==> src/rtl/irq_prio_pkg.sv <==
// Shared constants for the prioritised vectored interrupt controller.
// Assumes 8-bit control bytes and a 16-bit register data path.
package irq_prio_pkg;
    localparam int unsigned CTRL_W = 8;
    localparam int unsigned KEY_W  = 5;
    localparam int unsigned LVL_W  = 3;
    localparam int unsigned VEC_W  = 8;

    localparam logic [7:0] OFS_CTRL_BASE = 8'h14;
    localparam logic [7:0] OFS_MASK      = 8'h36;
    localparam logic [7:0] OFS_PEND      = 8'h3A;
    localparam logic [7:0] OFS_VEC_WDOG  = 8'h40;
    localparam logic [7:0] OFS_VEC_SER0  = 8'h41;
    localparam logic [7:0] OFS_VEC_SER1  = 8'h42;

    localparam logic [VEC_W-1:0] AUTOVEC_BASE = 8'd24;
    localparam logic [VEC_W-1:0] VEC_FALLBACK = 8'h0F;
    localparam logic [VEC_W-1:0] VEC_WDOG_RST = 8'h0F;
    localparam logic [KEY_W-1:0] KEY_MIN      = 5'd4;

    localparam int unsigned SRC_WDOG = 8;
    localparam int unsigned SRC_SER0 = 12;
    localparam int unsigned SRC_SER1 = 13;

    // Reset value of the control byte of a given source number.
    function automatic logic [CTRL_W-1:0] ctrl_reset_val(int unsigned src);
        if (src <= 7)       return CTRL_W'(src * 4);
        else if (src == 8)  return 8'h1C;
        else if (src <= 11) return 8'h80;
        else                return 8'h00;
    endfunction
endpackage

==> src/rtl/irq_regs.sv <==
// Register file: control bytes, mask, sampled pending lines and vector
// registers. Writes are stored on the rising edge; reads are combinational.
// Assumes DATA_W >= NUM_SRC + 1 and DATA_W >= 8.
module irq_regs
    import irq_prio_pkg::*;
#(
    parameter int unsigned NUM_SRC = 13,
    parameter int unsigned ADDR_W  = 8,
    parameter int unsigned DATA_W  = 16
) (
    input  logic                             clk,
    input  logic                             rst_n,
    input  logic                             bus_wr,
    input  logic [ADDR_W-1:0]                bus_addr,
    input  logic [DATA_W-1:0]                bus_wdata,
    input  logic [NUM_SRC:1]                 src_req,
    output logic [DATA_W-1:0]                bus_rdata,
    output logic [NUM_SRC:1][CTRL_W-1:0]     ctrl_q,
    output logic [NUM_SRC:1]                 mask_q,
    output logic [NUM_SRC:1]                 pend_q,
    output logic [VEC_W-1:0]                 vec_wdog_q,
    output logic [VEC_W-1:0]                 vec_ser0_q,
    output logic [VEC_W-1:0]                 vec_ser1_q
);
    localparam logic [ADDR_W-1:0] A_MASK = ADDR_W'(OFS_MASK);
    localparam logic [ADDR_W-1:0] A_PEND = ADDR_W'(OFS_PEND);
    localparam logic [ADDR_W-1:0] A_VW   = ADDR_W'(OFS_VEC_WDOG);
    localparam logic [ADDR_W-1:0] A_VS0  = ADDR_W'(OFS_VEC_SER0);
    localparam logic [ADDR_W-1:0] A_VS1  = ADDR_W'(OFS_VEC_SER1);

    // Address of the control byte of source n.
    function automatic logic [ADDR_W-1:0] ctrl_addr(int unsigned n);
        return ADDR_W'(int'(OFS_CTRL_BASE) + int'(n) - 1);
    endfunction

    // Control bytes: reset pattern, then byte writes.
    always_ff @(posedge clk) begin
        for (int unsigned n = 1; n <= NUM_SRC; n++) begin
            if (!rst_n)
                ctrl_q[n] <= ctrl_reset_val(n);
            else if (bus_wr && bus_addr == ctrl_addr(n))
                ctrl_q[n] <= bus_wdata[CTRL_W-1:0];
        end
    end

    // Mask and vector registers.
    always_ff @(posedge clk) begin
        if (!rst_n) begin
            mask_q     <= '1;
            vec_wdog_q <= VEC_WDOG_RST;
            vec_ser0_q <= '0;
            vec_ser1_q <= '0;
        end else if (bus_wr) begin
            if (bus_addr == A_MASK) mask_q     <= bus_wdata[NUM_SRC:1];
            if (bus_addr == A_VW)   vec_wdog_q <= bus_wdata[VEC_W-1:0];
            if (bus_addr == A_VS0)  vec_ser0_q <= bus_wdata[VEC_W-1:0];
            if (bus_addr == A_VS1)  vec_ser1_q <= bus_wdata[VEC_W-1:0];
        end
    end

    // Pending register follows the level-sensitive request lines.
    always_ff @(posedge clk) begin
        if (!rst_n) pend_q <= '0;
        else        pend_q <= src_req;
    end

    // Read multiplexer; unmapped addresses return zero.
    always_comb begin
        bus_rdata = '0;
        if (bus_addr == A_MASK) bus_rdata = DATA_W'({mask_q, 1'b0});
        if (bus_addr == A_PEND) bus_rdata = DATA_W'({pend_q, 1'b0});
        if (bus_addr == A_VW)   bus_rdata = DATA_W'(vec_wdog_q);
        if (bus_addr == A_VS0)  bus_rdata = DATA_W'(vec_ser0_q);
        if (bus_addr == A_VS1)  bus_rdata = DATA_W'(vec_ser1_q);
        for (int unsigned n = 1; n <= NUM_SRC; n++)
            if (bus_addr == ctrl_addr(n)) bus_rdata = DATA_W'(ctrl_q[n]);
    end
endmodule

==> src/rtl/irq_arbiter.sv <==
// Combinational arbiter: finds the active source with the strictly largest
// key, scanning upward so ties keep the lower source. Returns 0 when no
// source is active or the best key is below the minimum level key.
module irq_arbiter
    import irq_prio_pkg::*;
#(
    parameter int unsigned NUM_SRC = 13,
    localparam int unsigned IDX_W  = $clog2(NUM_SRC + 1)
) (
    input  logic [NUM_SRC:1][CTRL_W-1:0] ctrl,
    input  logic [NUM_SRC:1]             active,
    output logic [IDX_W-1:0]             win_idx
);
    logic [KEY_W-1:0] best_key [0:NUM_SRC];
    logic [IDX_W-1:0] best_idx [0:NUM_SRC];

    assign best_key[0] = '0;
    assign best_idx[0] = '0;

    // One compare stage per source.
    for (genvar i = 1; i <= NUM_SRC; i++) begin : g_stage
        logic [KEY_W-1:0] key;
        logic             take;
        assign key         = ctrl[i][KEY_W-1:0];
        assign take        = active[i] && (key > best_key[i-1]);
        assign best_key[i] = take ? key : best_key[i-1];
        assign best_idx[i] = take ? IDX_W'(i) : best_idx[i-1];
    end

    // Below-threshold winners present nothing.
    assign win_idx = (best_key[NUM_SRC] >= KEY_MIN) ? best_idx[NUM_SRC] : '0;
endmodule

==> src/rtl/irq_vec_out.sv <==
// Output stage: turns the winning source and its control byte into a level
// and vector, and registers both. Assumes win_ctrl belongs to win_idx.
module irq_vec_out
    import irq_prio_pkg::*;
#(
    parameter int unsigned NUM_SRC = 13,
    localparam int unsigned IDX_W  = $clog2(NUM_SRC + 1)
) (
    input  logic              clk,
    input  logic              rst_n,
    input  logic [IDX_W-1:0]  win_idx,
    input  logic [CTRL_W-1:0] win_ctrl,
    input  logic [VEC_W-1:0]  vec_wdog,
    input  logic [VEC_W-1:0]  vec_ser0,
    input  logic [VEC_W-1:0]  vec_ser1,
    output logic [LVL_W-1:0]  irq_level,
    output logic [VEC_W-1:0]  irq_vector
);
    logic [LVL_W-1:0] lvl_d;
    logic [VEC_W-1:0] vec_d;

    // Level and vector selection for the current winner.
    always_comb begin
        lvl_d = '0;
        vec_d = '0;
        if (win_idx != '0) begin
            lvl_d = win_ctrl[4:2];
            if (win_ctrl[7])                          vec_d = AUTOVEC_BASE + VEC_W'(lvl_d);
            else if (win_idx == IDX_W'(SRC_WDOG))     vec_d = vec_wdog;
            else if (win_idx == IDX_W'(SRC_SER0))     vec_d = vec_ser0;
            else if (win_idx == IDX_W'(SRC_SER1))     vec_d = vec_ser1;
            else                                      vec_d = VEC_FALLBACK;
        end
    end

    // Register the presented level and vector.
    always_ff @(posedge clk) begin
        if (!rst_n) begin
            irq_level  <= '0;
            irq_vector <= '0;
        end else begin
            irq_level  <= lvl_d;
            irq_vector <= vec_d;
        end
    end
endmodule

==> src/rtl/irq_prio_ctrl.sv <==
// Top of the prioritised vectored interrupt controller: registers, arbiter
// and registered output stage. Assumes request lines are synchronous to clk.
module irq_prio_ctrl
    import irq_prio_pkg::*;
#(
    parameter int unsigned NUM_SRC = 13,
    parameter int unsigned ADDR_W  = 8,
    parameter int unsigned DATA_W  = 16
) (
    input  logic              clk,
    input  logic              rst_n,
    input  logic [NUM_SRC:1]  src_req,
    input  logic              bus_wr,
    input  logic [ADDR_W-1:0] bus_addr,
    input  logic [DATA_W-1:0] bus_wdata,
    output logic [DATA_W-1:0] bus_rdata,
    output logic [LVL_W-1:0]  irq_level,
    output logic [VEC_W-1:0]  irq_vector
);
    localparam int unsigned IDX_W = $clog2(NUM_SRC + 1);

    logic [NUM_SRC:1][CTRL_W-1:0] ctrl_q;
    logic [NUM_SRC:1]             mask_q;
    logic [NUM_SRC:1]             pend_q;
    logic [VEC_W-1:0]             vec_wdog_q, vec_ser0_q, vec_ser1_q;
    logic [IDX_W-1:0]             win_idx;
    logic [CTRL_W-1:0]            win_ctrl;

    irq_regs #(.NUM_SRC(NUM_SRC), .ADDR_W(ADDR_W), .DATA_W(DATA_W)) u_regs (
        .clk(clk), .rst_n(rst_n), .bus_wr(bus_wr), .bus_addr(bus_addr),
        .bus_wdata(bus_wdata), .src_req(src_req), .bus_rdata(bus_rdata),
        .ctrl_q(ctrl_q), .mask_q(mask_q), .pend_q(pend_q),
        .vec_wdog_q(vec_wdog_q), .vec_ser0_q(vec_ser0_q), .vec_ser1_q(vec_ser1_q)
    );

    irq_arbiter #(.NUM_SRC(NUM_SRC)) u_arb (
        .ctrl(ctrl_q), .active(pend_q & ~mask_q), .win_idx(win_idx)
    );

    // Pick out the winner's control byte.
    always_comb begin
        win_ctrl = '0;
        for (int unsigned n = 1; n <= NUM_SRC; n++)
            if (win_idx == IDX_W'(n)) win_ctrl = ctrl_q[n];
    end

    irq_vec_out #(.NUM_SRC(NUM_SRC)) u_out (
        .clk(clk), .rst_n(rst_n), .win_idx(win_idx), .win_ctrl(win_ctrl),
        .vec_wdog(vec_wdog_q), .vec_ser0(vec_ser0_q), .vec_ser1(vec_ser1_q),
        .irq_level(irq_level), .irq_vector(irq_vector)
    );
endmodule

==> config.mk <==
export PLATFORM = sky130hd
export DESIGN_NAME = irq_prio_ctrl
export DESIGN_NICKNAME = d
export VERILOG_FILES = /design/src/rtl/irq_prio_pkg.sv /design/src/rtl/irq_regs.sv /design/src/rtl/irq_arbiter.sv /design/src/rtl/irq_vec_out.sv /design/src/rtl/irq_prio_ctrl.sv
export SDC_FILE = /design/constraint.sdc
export NUM_CORES = 1
export LEC_CHECK = 0
export ABC_AREA = 1
export CORE_UTILIZATION = 45
export DETAILED_ROUTE_END_ITERATION = 7
export GPL_TIMING_DRIVEN = 0
export PLACE_DENSITY_LB_ADDON = 0.3
export SLEW_MARGIN = 10
export SYNTH_ARGS = -nofsm -noshare
export SYNTH_HDL_FRONTEND = slang
export SYNTH_HIERARCHICAL = 1
export SYNTH_SLANG_ARGS = --single-unit
==> constraint.sdc <==
create_clock -name clk -period 17.1 [get_ports clk]
set_input_delay 1.71 -clock clk [delete_from_list [all_inputs] [get_ports clk]]
set_output_delay 1.71 -clock clk [all_outputs]
set_load 0.01 [all_outputs]
==> results.toml <==
[timing]
maxSlewViolCount = 0
setup_viol = 0
hold_ws_ns = 0.452
fin_crit_ns = 15.88
report.final.hold_viol_count = 0
maxSlewHeadroom = 0.326
max_freq_mhz = 63.0
tightestPinTransition_ns = 1.01
fin_skew_ns = 0.00686
setup_ws_ns = 1.22
min_period_over_period = 0.929

[critical_path]
crit_fanout = 10
cp-startpoint = "u_regs/pend_q[1]"
ff2ff_path_depth = 116
reg2reg_to = "u_out/irq_vector[0]"
cp-start-kind = "flip-flop"
critPathMostFrequentCell = "nand2_1"
cpMaxStageDelayCell = "o21ai_0"
crit_type = "reg2reg"
arrival_ns = 16.20
required_ns = 17.42
slowest_delay_ns = 0.36
cp-end-kind = "flip-flop"
r2r_slack_ns = 1.22
reg2reg_from = "u_regs/pend_q[1]"

[min_path]
hold_path_end = "u_regs/ctrl_q[37]"
min_from = "u_regs/ctrl_q[37]"
holdCritPathClass = "reg2reg"
worstHoldPathCells = 2

[route]
drtIter0Drc = 1418
antenna_left = 0
via_count = 11876
via_per_inst = 5.49
routedWlPerCell_um = 17.3
wirelength_um = 37500
post-route-drc-count = 0
drt-pass1-iter-count = 6

[final_layout]
nFillCells = 2457
layout.cell_area.non_filler_sq_um = 12900
area_growth_pct = 16.5
drive_above_1_share = 0.134
final_common_cell = "nand2_1"
seqCellArea_sq_um = 3310
fin_util = 0.532
layout_common_cells = "426 x nand2_1, 208 x inv_1, 168 x nand3_1"
fin_nets = 1912
num_antenna_cells = 0
multi_input_area_sq_um = 6680

[placement]
placed_cell_area_sq_um = 12100
port_buffers = 59
hpwl_um = 28300
gp_congestion = 0.950
place_ws_ns = -1.25

[power_and_ir_drop]
switching_share = 0.271
internal_power_mw = 0.597
powerDensity_nw_per_um2 = 63.5
leakage_nw = 5.66
pwr-share-clk = 0.464
seqPwrFrac = 0.473
switchingPower_mw = 0.223
power.share.combinational = 0.063
power_mw = 0.820
ir_worst_vdd_v = 0.0000666

[die]
core_sq_um = 24200
die_w_um = 159
die-area_sq_um = 25300
rows = 57
initial_utilization = 0.457
ios = 67
fp.dieH_um = 159

[grt]
antenna_found_initial = 1
grt_pass1_wl_um = 58300
grt_max_degree = 19
grt_pass1_vias = 10873
gr-usage-all-layers = 0.294
overflow = 0

[cts]
cts_buffer_depth = 2
cts.sinks = 165
clk_pin_slew_ns = 0.07
cts_tree = "yes"
clk-insertion-delay-late_ns = 0.43
cts_made_buffers = 17
cts-root-buf = "clkbuf_16"
htreeDepth = 4
cts_hold_buf = 0

[logic_synthesis]
synth_area_sq_um = 11100
netlist_instances = 1735
syn_area_per_cell_sq_um = 6.39
ys_warn_count = 6

[job]
cap_violations = 0

[run_status]
status = "finished, final reports clean"
==> sequential cells by signal (all words and copies together), names as in the netlist <==
name and count:
u_regs/vec_ser0_q 8, u_regs/ctrl_q 104, u_regs/pend_q 13, u_regs/vec_ser1_q 8, u_regs/vec_wdog_q 8, u_out/irq_vector 8
u_regs/mask_q 13, u_out/irq_level 3
==> stage by stage <==
stage	setup TNS (ns)	instances
6_report	0	2165
5_1_grt	-0.277	2165
4_1_cts	0	2159
3_5_place_dp	-11.59	2119
3_3_place_gp	-6.89	2119
2_1_floorplan	0	1736
==> critical path, delay by kind of cell (launching register included) <==
kind	cells	cell delay (ns)
flip-flops	1	0.34
AO/OA/AOI/OAI	17	2.38
AND/OR/NAND/NOR	69	7.01
adder cells (fa/ha/maj)	12	3.77
buffers and inverters	18	2.22
==> how the worst max path moves through the flow <==
stage / to / slack (ns) / cells after the start
after global placement: u_out/irq_vector[0] / -0.78 / 117
after detailed placement: u_out/irq_vector[0] / -1.25 / 117
final: u_out/irq_vector[0] / 1.22 / 116
after floorplan: u_out/irq_vector[0] / 2.41 / 119
after CTS: u_out/irq_vector[0] / 0.03 / 119
after global routing: u_out/irq_vector[4] / -0.07 / 125
==> power groups by stage <==
stage / Clock (mW) / Combinational [mW] / Sequential (mW)
4_1_cts: 0.384 / 0.0496 / 0.388
6_report: 0.381 / 0.0513 / 0.388
3_5_place_dp: 0 / 0.0492 / 0.397
5_1_grt: 0.399 / 0.0540 / 0.388
3_3_place_gp: 0 / 0.0487 / 0.397
2_1_floorplan: 0 / 0.0237 / 0.396
==> layout make-up <==
cell class / count / area share
Inverter: 237 / 0.0692
Timing Repair Buffer: 73 / 0.0539
Clock inverter: 15 / 0.0121
Tap cell: 324 / 0.0314
Clock buffer: 17 / 0.0330
Multi-Input combinational cell: 1273 / 0.517
Buffer: 61 / 0.0268
Sequential cell: 165 / 0.256
==> per-layer routing <==
metal  global-route usage  share of wire  wire (um)
met1                0.385           0.41      15400
met2                0.475           0.45      16800
met3               0.0408          0.093       3480
met4                0.149          0.048       1800
met5                    0        0.00035         13
==> what timing repair did <==
item / 4_1_cts / 5_1_grt
gates cloned: 0 / 0
resized for setup: 15 / 47
pin swaps: 4 / 7
endpoints found under the hold margin: 0 / 0
endpoints found under the setup margin: 11 / 11
buffers inserted: 8 / 6
No activity file was read; power rests on OpenSTA's default activity.
